==> src/rtl/twb_pkg.sv <==
package twb_pkg;
  localparam int REG_W      = 4;
  localparam int BIT_IRQEN  = 0;
  localparam int BIT_BUSEN  = 1;
  localparam int BIT_START  = 2;
  localparam int BIT_STOP   = 3;

  typedef enum logic [1:0] {
    MODE_IDLE   = 2'b00,
    MODE_MASTER = 2'b01,
    MODE_SLAVE  = 2'b10
  } twb_mode_e;

  typedef enum logic [1:0] {
    CMD_NONE   = 2'b00,
    CMD_START  = 2'b01,
    CMD_RSTART = 2'b10,
    CMD_STOP   = 2'b11
  } twb_cmd_e;

  typedef enum logic [3:0] {
    G_IDLE       = 4'd0,
    G_ST_SETUP   = 4'd1,
    G_ST_HOLD    = 4'd2,
    G_ST_LOCK    = 4'd3,
    G_OWN        = 4'd4,
    G_RS_REL_SDA = 4'd5,
    G_RS_REL_SCL = 4'd6,
    G_SP_LOW     = 4'd7,
    G_SP_SCL     = 4'd8,
    G_SP_SDA     = 4'd9
  } twb_gen_e;
endpackage

==> src/rtl/twb_ctrl_reg.sv <==
module twb_ctrl_reg
  import twb_pkg::*;
(
  input  logic             clk,
  input  logic             rst_n,
  input  logic             wr_en,
  input  logic [REG_W-1:0] wdata,
  input  logic             clr_start,
  input  logic             clr_stop,
  output logic             irq_en,
  output logic             bus_en,
  output logic             start_req,
  output logic             stop_req
);
  logic irq_en_q, bus_en_q, start_q, stop_q;
  logic irq_en_d, bus_en_d, start_d, stop_d;

  always_comb begin
    irq_en_d = irq_en_q;
    bus_en_d = bus_en_q;
    start_d  = start_q & ~clr_start;
    stop_d   = stop_q & ~clr_stop;
    if (wr_en) begin
      irq_en_d = wdata[BIT_IRQEN];
      bus_en_d = wdata[BIT_BUSEN];
      start_d  = start_d | wdata[BIT_START];
      stop_d   = stop_d | wdata[BIT_STOP];
    end
  end

  always_ff @(posedge clk or negedge rst_n) begin
    if (!rst_n) begin
      irq_en_q <= 1'b0;
      bus_en_q <= 1'b0;
      start_q  <= 1'b0;
      stop_q   <= 1'b0;
    end else begin
      irq_en_q <= irq_en_d;
      bus_en_q <= bus_en_d;
      start_q  <= start_d;
      stop_q   <= stop_d;
    end
  end

  assign irq_en    = irq_en_q;
  assign bus_en    = bus_en_q;
  assign start_req = start_q;
  assign stop_req  = stop_q;

  AST_START_STICKY: assert property (@(posedge clk) disable iff (!rst_n)
    (start_q && !clr_start) |=> start_q);
  AST_STOP_STICKY: assert property (@(posedge clk) disable iff (!rst_n)
    (stop_q && !clr_stop) |=> stop_q);
endmodule

==> src/rtl/twb_bus_monitor.sv <==
module twb_bus_monitor (
  input  logic clk,
  input  logic rst_n,
  input  logic bus_en,
  input  logic sda_i,
  input  logic scl_i,
  output logic start_det,
  output logic stop_det,
  output logic bus_free
);
  logic sda_q, scl_q, free_q, free_d;
  logic scl_high;

  assign scl_high  = scl_q & scl_i;
  assign start_det = bus_en & scl_high & sda_q & ~sda_i;
  assign stop_det  = bus_en & scl_high & ~sda_q & sda_i;

  always_comb begin
    free_d = free_q;
    if (start_det)     free_d = 1'b0;
    else if (stop_det) free_d = 1'b1;
  end

  always_ff @(posedge clk or negedge rst_n) begin
    if (!rst_n) begin
      sda_q  <= 1'b1;
      scl_q  <= 1'b1;
      free_q <= 1'b1;
    end else begin
      sda_q  <= sda_i;
      scl_q  <= scl_i;
      free_q <= free_d;
    end
  end

  assign bus_free = free_q;

  AST_FREE_AFTER_STOP: assert property (@(posedge clk) disable iff (!rst_n)
    stop_det |=> free_q);
  AST_BUSY_AFTER_START: assert property (@(posedge clk) disable iff (!rst_n)
    start_det |=> !free_q);
endmodule

==> src/rtl/twb_cond_gen.sv <==
module twb_cond_gen
  import twb_pkg::*;
#(
  parameter int PHASE_CYC = 4
) (
  input  logic     clk,
  input  logic     rst_n,
  input  logic     cmd_valid,
  input  twb_cmd_e cmd,
  output logic     gen_idle,
  output logic     gen_own,
  output logic     start_done,
  output logic     stop_done,
  output logic     sda_oe,
  output logic     scl_oe
);
  localparam int CNT_W = (PHASE_CYC > 1) ? $clog2(PHASE_CYC) : 1;
  localparam logic [CNT_W-1:0] CNT_LAST = CNT_W'(PHASE_CYC - 1);

  twb_gen_e         state_q, state_d;
  logic [CNT_W-1:0] cnt_q, cnt_d;
  logic             start_done_q, start_done_d;
  logic             stop_done_q, stop_done_d;
  logic             last, timed;

  assign last  = (cnt_q == CNT_LAST);
  assign timed = (state_q != G_IDLE) && (state_q != G_OWN);

  always_comb begin
    state_d      = state_q;
    cnt_d        = cnt_q;
    start_done_d = 1'b0;
    stop_done_d  = 1'b0;
    if (timed) cnt_d = last ? '0 : cnt_q + 1'b1;
    case (state_q)
      G_IDLE:       if (cmd_valid && cmd == CMD_START) state_d = G_ST_SETUP;
      G_ST_SETUP:   if (last) state_d = G_ST_HOLD;
      G_ST_HOLD:    if (last) state_d = G_ST_LOCK;
      G_ST_LOCK: begin
        if (last) begin
          state_d      = G_OWN;
          start_done_d = 1'b1;
        end
      end
      G_OWN: begin
        if (cmd_valid && cmd == CMD_RSTART)    state_d = G_RS_REL_SDA;
        else if (cmd_valid && cmd == CMD_STOP) state_d = G_SP_LOW;
      end
      G_RS_REL_SDA: if (last) state_d = G_RS_REL_SCL;
      G_RS_REL_SCL: if (last) state_d = G_ST_HOLD;
      G_SP_LOW:     if (last) state_d = G_SP_SCL;
      G_SP_SCL:     if (last) state_d = G_SP_SDA;
      G_SP_SDA: begin
        if (last) begin
          state_d     = G_IDLE;
          stop_done_d = 1'b1;
        end
      end
      default:      state_d = G_IDLE;
    endcase
  end

  always_ff @(posedge clk or negedge rst_n) begin
    if (!rst_n) begin
      state_q      <= G_IDLE;
      cnt_q        <= '0;
      start_done_q <= 1'b0;
      stop_done_q  <= 1'b0;
    end else begin
      state_q      <= state_d;
      cnt_q        <= cnt_d;
      start_done_q <= start_done_d;
      stop_done_q  <= stop_done_d;
    end
  end

  always_comb begin
    sda_oe = 1'b0;
    scl_oe = 1'b0;
    case (state_q)
      G_ST_HOLD:    sda_oe = 1'b1;
      G_ST_LOCK:    begin sda_oe = 1'b1; scl_oe = 1'b1; end
      G_OWN:        begin sda_oe = 1'b1; scl_oe = 1'b1; end
      G_RS_REL_SDA: scl_oe = 1'b1;
      G_SP_LOW:     begin sda_oe = 1'b1; scl_oe = 1'b1; end
      G_SP_SCL:     sda_oe = 1'b1;
      default:      begin sda_oe = 1'b0; scl_oe = 1'b0; end
    endcase
  end

  assign gen_idle   = (state_q == G_IDLE);
  assign gen_own    = (state_q == G_OWN);
  assign start_done = start_done_q;
  assign stop_done  = stop_done_q;

  AST_STOP_ENDS_RELEASED: assert property (@(posedge clk) disable iff (!rst_n)
    stop_done_q |-> (!sda_oe && !scl_oe));
  AST_DONE_EXCLUSIVE: assert property (@(posedge clk) disable iff (!rst_n)
    !(start_done_q && stop_done_q));
endmodule

==> src/rtl/twb_mode_ctl.sv <==
module twb_mode_ctl
  import twb_pkg::*;
(
  input  logic      clk,
  input  logic      rst_n,
  input  logic      bus_en,
  input  logic      start_req,
  input  logic      stop_req,
  input  logic      slave_hit,
  input  logic      byte_done,
  input  logic      line_stop,
  input  logic      bus_free,
  input  logic      gen_idle,
  input  logic      gen_own,
  input  logic      start_done,
  input  logic      stop_done,
  output logic      cmd_valid,
  output twb_cmd_e  cmd,
  output logic      clr_start,
  output logic      clr_stop,
  output twb_mode_e mode
);
  twb_mode_e mode_q, mode_d;
  logic      byte_seen_q, byte_seen_d;

  always_comb begin
    mode_d      = mode_q;
    byte_seen_d = byte_seen_q | (byte_done && mode_q == MODE_MASTER);
    cmd_valid   = 1'b0;
    cmd         = CMD_NONE;
    clr_start   = 1'b0;
    clr_stop    = 1'b0;
    case (mode_q)
      MODE_IDLE: begin
        if (start_done) begin
          mode_d      = MODE_MASTER;
          clr_start   = 1'b1;
          byte_seen_d = 1'b0;
        end else if (stop_req) begin
          clr_stop = 1'b1;
        end else if (start_req && bus_en && bus_free && gen_idle) begin
          cmd_valid = 1'b1;
          cmd       = CMD_START;
        end else if (slave_hit && bus_en && gen_idle) begin
          mode_d = MODE_SLAVE;
        end
      end
      MODE_MASTER: begin
        if (stop_done) begin
          mode_d   = MODE_IDLE;
          clr_stop = 1'b1;
        end else if (start_done) begin
          clr_start   = 1'b1;
          byte_seen_d = 1'b0;
        end else if (gen_own && stop_req) begin
          cmd_valid = 1'b1;
          cmd       = CMD_STOP;
        end else if (gen_own && start_req && byte_seen_q) begin
          cmd_valid = 1'b1;
          cmd       = CMD_RSTART;
        end
      end
      MODE_SLAVE: begin
        if (stop_req) begin
          mode_d   = MODE_IDLE;
          clr_stop = 1'b1;
        end else if (line_stop || !bus_en) begin
          mode_d = MODE_IDLE;
        end
      end
      default: mode_d = MODE_IDLE;
    endcase
  end

  always_ff @(posedge clk or negedge rst_n) begin
    if (!rst_n) begin
      mode_q      <= MODE_IDLE;
      byte_seen_q <= 1'b0;
    end else begin
      mode_q      <= mode_d;
      byte_seen_q <= byte_seen_d;
    end
  end

  assign mode = mode_q;

  AST_MASTER_ENTRY: assert property (@(posedge clk) disable iff (!rst_n)
    $rose(mode_q == MODE_MASTER) |-> $past(start_done));
  AST_START_ON_FREE: assert property (@(posedge clk) disable iff (!rst_n)
    (cmd_valid && cmd == CMD_START) |-> bus_free);
  AST_SLAVE_STOP_INTERNAL: assert property (@(posedge clk) disable iff (!rst_n)
    (mode_q == MODE_SLAVE && stop_req) |=> (mode_q == MODE_IDLE));
endmodule

==> src/rtl/twb_cond_seq.sv <==
module twb_cond_seq
  import twb_pkg::*;
#(
  parameter int PHASE_CYC = 4
) (
  input  logic             clk,
  input  logic             rst_n,
  input  logic             reg_wr_i,
  input  logic [REG_W-1:0] reg_wdata_i,
  output logic [REG_W-1:0] reg_rdata_o,
  input  logic             int_flag_i,
  input  logic             byte_done_i,
  input  logic             slave_hit_i,
  input  logic             sda_i,
  input  logic             scl_i,
  output logic             sda_oe_o,
  output logic             scl_oe_o,
  output logic             irq_o,
  output logic [1:0]       mode_o,
  output logic             bus_free_o
);
  logic [1:0] rst_sync_q;
  logic       rst_n_s;
  logic       irq_en, bus_en, start_req, stop_req;
  logic       clr_start, clr_stop;
  logic       line_start, line_stop, bus_free;
  logic       gen_idle, gen_own, start_done, stop_done;
  logic       cmd_valid;
  twb_cmd_e   cmd;
  twb_mode_e  mode;
  logic       irq_q;

  always_ff @(posedge clk or negedge rst_n) begin
    if (!rst_n) rst_sync_q <= 2'b00;
    else        rst_sync_q <= {rst_sync_q[0], 1'b1};
  end
  assign rst_n_s = rst_sync_q[1];

  twb_ctrl_reg u_reg (
    .clk(clk), .rst_n(rst_n_s), .wr_en(reg_wr_i), .wdata(reg_wdata_i),
    .clr_start(clr_start), .clr_stop(clr_stop),
    .irq_en(irq_en), .bus_en(bus_en), .start_req(start_req), .stop_req(stop_req)
  );

  twb_bus_monitor u_mon (
    .clk(clk), .rst_n(rst_n_s), .bus_en(bus_en), .sda_i(sda_i), .scl_i(scl_i),
    .start_det(line_start), .stop_det(line_stop), .bus_free(bus_free)
  );

  twb_cond_gen #(.PHASE_CYC(PHASE_CYC)) u_gen (
    .clk(clk), .rst_n(rst_n_s), .cmd_valid(cmd_valid), .cmd(cmd),
    .gen_idle(gen_idle), .gen_own(gen_own),
    .start_done(start_done), .stop_done(stop_done),
    .sda_oe(sda_oe_o), .scl_oe(scl_oe_o)
  );

  twb_mode_ctl u_mode (
    .clk(clk), .rst_n(rst_n_s), .bus_en(bus_en),
    .start_req(start_req), .stop_req(stop_req),
    .slave_hit(slave_hit_i), .byte_done(byte_done_i),
    .line_stop(line_stop), .bus_free(bus_free),
    .gen_idle(gen_idle), .gen_own(gen_own),
    .start_done(start_done), .stop_done(stop_done),
    .cmd_valid(cmd_valid), .cmd(cmd),
    .clr_start(clr_start), .clr_stop(clr_stop), .mode(mode)
  );

  always_ff @(posedge clk or negedge rst_n_s) begin
    if (!rst_n_s) irq_q <= 1'b0;
    else          irq_q <= irq_en & int_flag_i;
  end

  always_comb begin
    reg_rdata_o            = '0;
    reg_rdata_o[BIT_IRQEN] = irq_en;
    reg_rdata_o[BIT_BUSEN] = bus_en;
    reg_rdata_o[BIT_START] = start_req;
    reg_rdata_o[BIT_STOP]  = stop_req;
  end

  assign irq_o      = irq_q;
  assign mode_o     = mode;
  assign bus_free_o = bus_free;

  AST_IRQ_QUIET: assert property (@(posedge clk) disable iff (!rst_n_s)
    !irq_en |=> !irq_o);
  AST_SLAVE_HANDS_OFF: assert property (@(posedge clk) disable iff (!rst_n_s)
    (mode == MODE_SLAVE) |-> (!sda_oe_o && !scl_oe_o));
  AST_LINE_START_BUSY: assert property (@(posedge clk) disable iff (!rst_n_s)
    line_start |-> bus_en);
endmodule

==> config.mk <==
export PLATFORM = sky130hd
export DESIGN_NAME = twb_cond_seq
export DESIGN_NICKNAME = d
export VERILOG_FILES = /design/src/rtl/twb_pkg.sv /design/src/rtl/twb_ctrl_reg.sv /design/src/rtl/twb_bus_monitor.sv /design/src/rtl/twb_cond_gen.sv /design/src/rtl/twb_mode_ctl.sv /design/src/rtl/twb_cond_seq.sv
export SDC_FILE = /design/constraint.sdc
export NUM_CORES = 1
export LEC_CHECK = 0
export ABC_CLOCK_PERIOD_IN_PS = 1500
export BUFFER_PORTS_ARGS = -buffer_cell sky130_fd_sc_hd__buf_2
export CELL_PAD_IN_SITES_DETAIL_PLACEMENT = 1
export CELL_PAD_IN_SITES_GLOBAL_PLACEMENT = 2
export CORE_UTILIZATION = 33
export DETAILED_ROUTE_END_ITERATION = 8
export MAX_ROUTING_LAYER = met4
export PLACE_DENSITY = 0.86
export SYNTH_ARGS = -nofsm -noshare
export SYNTH_HDL_FRONTEND = slang
export SYNTH_SLANG_ARGS = --single-unit
==> constraint.sdc <==
create_clock -name clk -period 1.5 [get_ports clk]
set_input_delay 0.15 -clock clk [delete_from_list [all_inputs] [get_ports clk]]
set_output_delay 0.15 -clock clk [all_outputs]
set_load 0.1 [all_outputs]
Word-level counts from Yosys, hierarchy flattened
Cells that the tools add are included.
- add/subtract/negate cells: 1
- eq/ne operators: 30
- muxes and demuxes: 55
- bitwise operators: 16
- reductions and logical operators: 24
- operators by type and width (kind ; count):
    $mux 4 ; 10
    $pmux 4 s9 ; 1
    $mux 2 ; 14
    $mux 1 ; 24
    $eq 4x3->1 const B ; 4
    $ne 2x1->1 const B ; 7
    $logic_and 1x1->1 ; 13
    $and 1x1->1 ; 9
    $ne 3x3->1 const B ; 3
    $reduce_and 9->1 ; 1
    $eq 2x2->1 const B ; 4
    $eq 4x2->1 const B ; 2
    $eq 4x4->1 const B ; 2
    $ne 3x2->1 const B ; 2
    $pmux 1 s2 ; 3
    $pmux 2 s3 ; 1
    $reduce_and 5->1 ; 1
    $reduce_or 5->1 ; 1
    $eq 2x1->1 const B ; 2
    $eq 4x1->1 const B ; 1
    $logic_not 4->1 ; 1
    $ne 2x2->1 const B ; 2
    $ne 4x3->1 const B ; 1
    $not 1->1 ; 4
    other kinds (11) ; 13
- register bits: 21
- output and inout port bits: 10
- logic and storage cells: 141

Longest topological paths before layout
- depth in word-level cells: 13
- mapped depth: 5
- mapped depth without buffers: 4

By module
A second synthesis with hierarchy kept.
- cell total of the unflattened synthesis: 106
- area, all modules: 1122.3 um^2
- modules (own cells, without submodules) (module ; times used ; cells an instance ; area an instance (um^2)):
    twb_cond_gen ; 1 ; 51 ; 511.7
    twb_mode_ctl ; 1 ; 25 ; 230.2
    twb_ctrl_reg ; 1 ; 12 ; 147.6
    twb_bus_monitor ; 1 ; 9 ; 117.6
    twb_cond_seq ; 1 ; 9 ; 115.1

Worst setup path before layout
Ideal clock, no wire load.
- path kind: reg2out
- start point: reg u_gen.state_q[0]
- end point: out sda_oe_o
- arrival time: 2.982 ns
- required time: 1.350 ns
- path slack: -1.632 ns
- cell stages (with the launch flop): 4
- path buffers: 2
- cell sequence: dfrtp_1 -> clkbuf_1 -> clkbuf_1 -> o31ai_1
- cells in the longest elaborated chain, start to end: 3
- elaborated cells on any way between the ends: 7
- ends and longest elaborated chain (item ; line ; RTL):
    start: declaration ; twb_cond_gen.sv:20 ; twb_gen_e state_q, state_d;
    start signal: assignment ; twb_cond_gen.sv:70 ; state_q <= state_d;
    $eq 4x2->1, or another cell as far along ; twb_cond_gen.sv:80 ; case (state_q)
    $reduce_or 5->1 (no line) (*) ; - ;
    $mux 1 (*) ; twb_cond_gen.sv:80 ;
    end: declaration ; twb_cond_seq.sv:16 ; output logic sda_oe_o,
Mark *: on every way between the ends. The rest lies on a longest branch, timed or not.

Final worst setup path
- start point: reg u_mode.mode_q[1] (netlist: u_mode.mode[1])
- end point: reg u_gen.state_q[0]
- cells in the longest elaborated chain, start to end: 6
- elaborated cells on any way between the ends: 15
- ends and longest elaborated chain (item ; line ; RTL):
    start: declaration ; twb_mode_ctl.sv:23 ; twb_mode_e mode_q, mode_d;
    start signal: assignment ; twb_mode_ctl.sv:80 ; mode_q <= mode_d;
    $eq 2x1->1 or $logic_not 2->1 (tied branches) ; twb_mode_ctl.sv:33 ; case (mode_q)
    $pmux 2 s2 ; twb_mode_ctl.sv:33 ;
    $eq 2x2->1, or another cell as far along ; twb_cond_gen.sv:47 ; else if (cmd_valid && cmd == CMD_STOP) state_d = G_SP_LOW;
    $logic_and 1x1->1 (on tied branches) ; twb_cond_gen.sv:47, twb_cond_gen.sv:36, twb_cond_gen.sv:46 ;
    $ne 3x3->1 (no line), or another cell as far along ; - ;
    $reduce_and 9->1 (no line) or $pmux 4 s9 (tied branches) ; - ;
Parallel ways exist; a longest one is shown, timed or not.
A chain may end at the register's enable or synchronous reset.

==> metrics.txt <==
Layout Nets 169; WS Path Type reg -> reg; DRC viols 0; grt ovf 0; fillcell total between 300 and 400; row count 20; Non-Filler Instances slightly below 200; slowest cell delay on critical path 0.50 ns; Critical Path AT between 2 and 2.5 ns; Layout Skew about 0.0053 ns; Min Hold Slack 0.0393 ns; Tightest Hold Check Type in -> reg; ys async rst share 1.00; Setup-failing EPs final 5; pre-CTS setup slack -0.315 ns; total design power approximately 0.0038 W; number of vias per cell 4.92; Pre-antenna DRT Iters 4; Longest Clk Path Bufs 2; failing checks negative setup slack; first-pass GRT wire length 4.98 mm; syn_nets 120; H-tree levels 1; Crit path buffers/inverters 0; fin crit period 1.81 ns; ANT cells 0; sequential share of the synthesized area 0.487; Synth Warn # 0; die area approximately 3500 µm²; EDFF count, synth 0; FF+latch area 542 µm²; CP max FO 3; Vias 979; die boundary width 59.4 µm; Worst slew margin 0.629; Critical Path Start u_mode.mode[1]$_DFFE_PN0P_; pin count of the biggest net entering global routing 14; area grow syn2layout 51.2%; Top FF cell, synth dfrtp_1; clk sink count 21; final wirelength 3.01 mm; Tightest Pin Transition about 0.56 ns; CTS root buf clkbuf_4; RSZ-0062 raised after global routing yes; Required @ worst endpoint about 1.7 ns; Critical Path Sink Type flop; Max stage delay cell, worst path dfrtp_4; flops & latches, synth 21; Startpoint Class flop; fmax 554 MHz; ANT nets after route 0; WL per Instance ~15 µm; Setup TNS -1.07 ns; hold_sp reg_wdata_i[3]; CTS Buf Count 3; PortBufs 21; syn_area_per_cell 10.2 µm²; number of global-route vias before repair 1068; gate count after technology mapping approximately 110; gpl congestion about 0.84; status finished with violations; worst skew pair latency approximately 0.31 ns; Die Y between 50 and 60 µm; Synth cell types 46; crit path cell chain or3_4 > o21ai_2 > or3b_4 > mux2_4; total track usage 0.203; Mapped Area 1090 µm²; Worst-path clk slew 0.12 ns; CTS tree built; placed instance count 186; Max Cap Viol 0; IR drop worst, VDD around 1700 µV; CP delay by family, top simple AND/OR/NAND/NOR gates; Pwr per Cell Area around 2300 nW/µm²; layout cell share with drive strength beyond 1 0.510; Core ar. a little over 3000 µm²; post-DP HPWL 2.11 mm; Tcrit/Tclk final 1.20; initial antenna violation count 0; fin worst setup slack -0.306 ns; Leakage Power 0.726 nW; Initial Utilization 0.353; Final Hold Fails 0; worst reg2reg startpoint u_mode.mode[1]$_DFFE_PN0P_; max-slew violations 0; Initial DRC Count 10; I/O pin count 22; multi-input logic area about 570 µm²
cell type report:
type                    instances  area share
clock buffers                   3      0.0137
clock inverters                 1     0.00304
inverters                       4     0.00913
multi-input cells              72       0.349
flip-flops and latches         21       0.330
well taps                      44      0.0335
repair buffers                 54       0.262
cell usage in the layout (no fill, tap or decap), types with 2 or more instances in the layout:
master	Yosys	layout
dfrtp_1	18	15
nor4b_1	3	2
buf_12	0	3
inv_1	4	4
dfrtp_4	0	2
nor2_1	7	6
nor2b_1	2	2
dfstp_2	3	2
buf_2	1	17
mux2_2	3	2
nand2_1	10	10
clkbuf_4	0	4
a21oi_1	6	6
buf_6	1	4
a31oi_1	2	2
o21ai_2	0	3
nand4_1	3	3
nor3_1	4	3
buf_4	4	25
dlygate4sd3_1	0	3
mux2_4	1	2
synth_stat cells (2+ instances only):
cell,count,share of area
inv_1,4,0.014
clkbuf_1,4,0.014
nor2b_1,2,0.012
nand2_1,10,0.035
nor3_1,4,0.018
dfstp_2,3,0.073
nor4b_1,3,0.024
o31ai_1,2,0.014
a31oi_1,2,0.012
buf_4,4,0.028
o21ai_0,2,0.0092
nor2_1,7,0.024
mux2_2,3,0.031
dfrtp_1,18,0.41
a21oi_1,6,0.028
nand4_1,3,0.017
timing repair:
item | in CTS | in global routing
setup endpoints to repair | 6 | 9
gates resized for setup | 16 | 7
hold buffers | 3 | 0
pin swaps | 2 | 1
buffers inserted | 6 | 0
hold endpoints to repair | 4 | 0
worst reg2reg max path, stage by stage (launching register included):
cell	delay, ns
dfrtp_4	0.50
or3_4	0.35
o21ai_2	0.14
or3b_4	0.41
mux2_4	0.30
path summary, 6_finish.rpt:
check                                          endpoint  cells after the start  slack, ns
max                        u_gen.state_q[0]$_DFFE_PN0P_                      4      -0.31
min                            u_reg.stop_req$_DFF_PN0_                      3       0.04
max reg2reg                u_gen.state_q[0]$_DFFE_PN0P_                      4      -0.31
min reg2reg                u_mode.byte_seen_q$_DFF_PN0_                      0       0.23
max in group asynchronous         u_mon.scl_q$_DFF_PN1_                      1       0.69
min in group asynchronous       rst_sync_q[0]$_DFF_PN0_                      2       0.13
flip-flops by register name, indices dropped and copies added, names as in the netlist:
name and count:
u_gen.stop_done 1, u_gen.state_q 4, irq_o 1, rst_sync_q 2, u_mode.mode 2, u_mon.scl_q 1
u_gen.cnt_q 2, u_mon.sda_q 1, u_mode.byte_seen_q 1, u_gen.start_done 1, u_mon.bus_free 1, u_reg.irq_en 1
u_reg.stop_req 1, u_reg.start_req 1, u_reg.bus_en 1
per-stage QoR:
step,cell area [µm²],utilization
3_3_place_gp,1440,0.469
2_1_floorplan,1130,-
3_5_place_dp,1440,0.469
4_1_cts,1610,0.524
5_1_grt,1640,0.534
6_report,1640,0.534
routing by layer:
metal | share of wire | track usage
met2 | 0.56 | 0.350
met4 | 0.016 | 0.0816
met5 | 0 | -
met1 | 0.41 | 0.238
met3 | 0.015 | 0.0262
logic make-up after synthesis:
kind of cell / synth area share
muxes: 0.0541
xor gates and xnor gates: 0.00806
AOI/OAI and AO/OA: 0.143
other: 0.00345
DFF: 0.487
and+or+nand+nor: 0.214
adders and majority gates: 0.0207
buffers and inverters: 0.0702
power by group:
group | internal [W] | total (W) | switching (W)
logic | 0.00119 | 0.00266 | 0.00147
registers | 0.000723 | 0.000871 | 0.000148
clock network | 0.0000999 | 0.000280 | 0.000180
(Power assumes the default switching activity.)
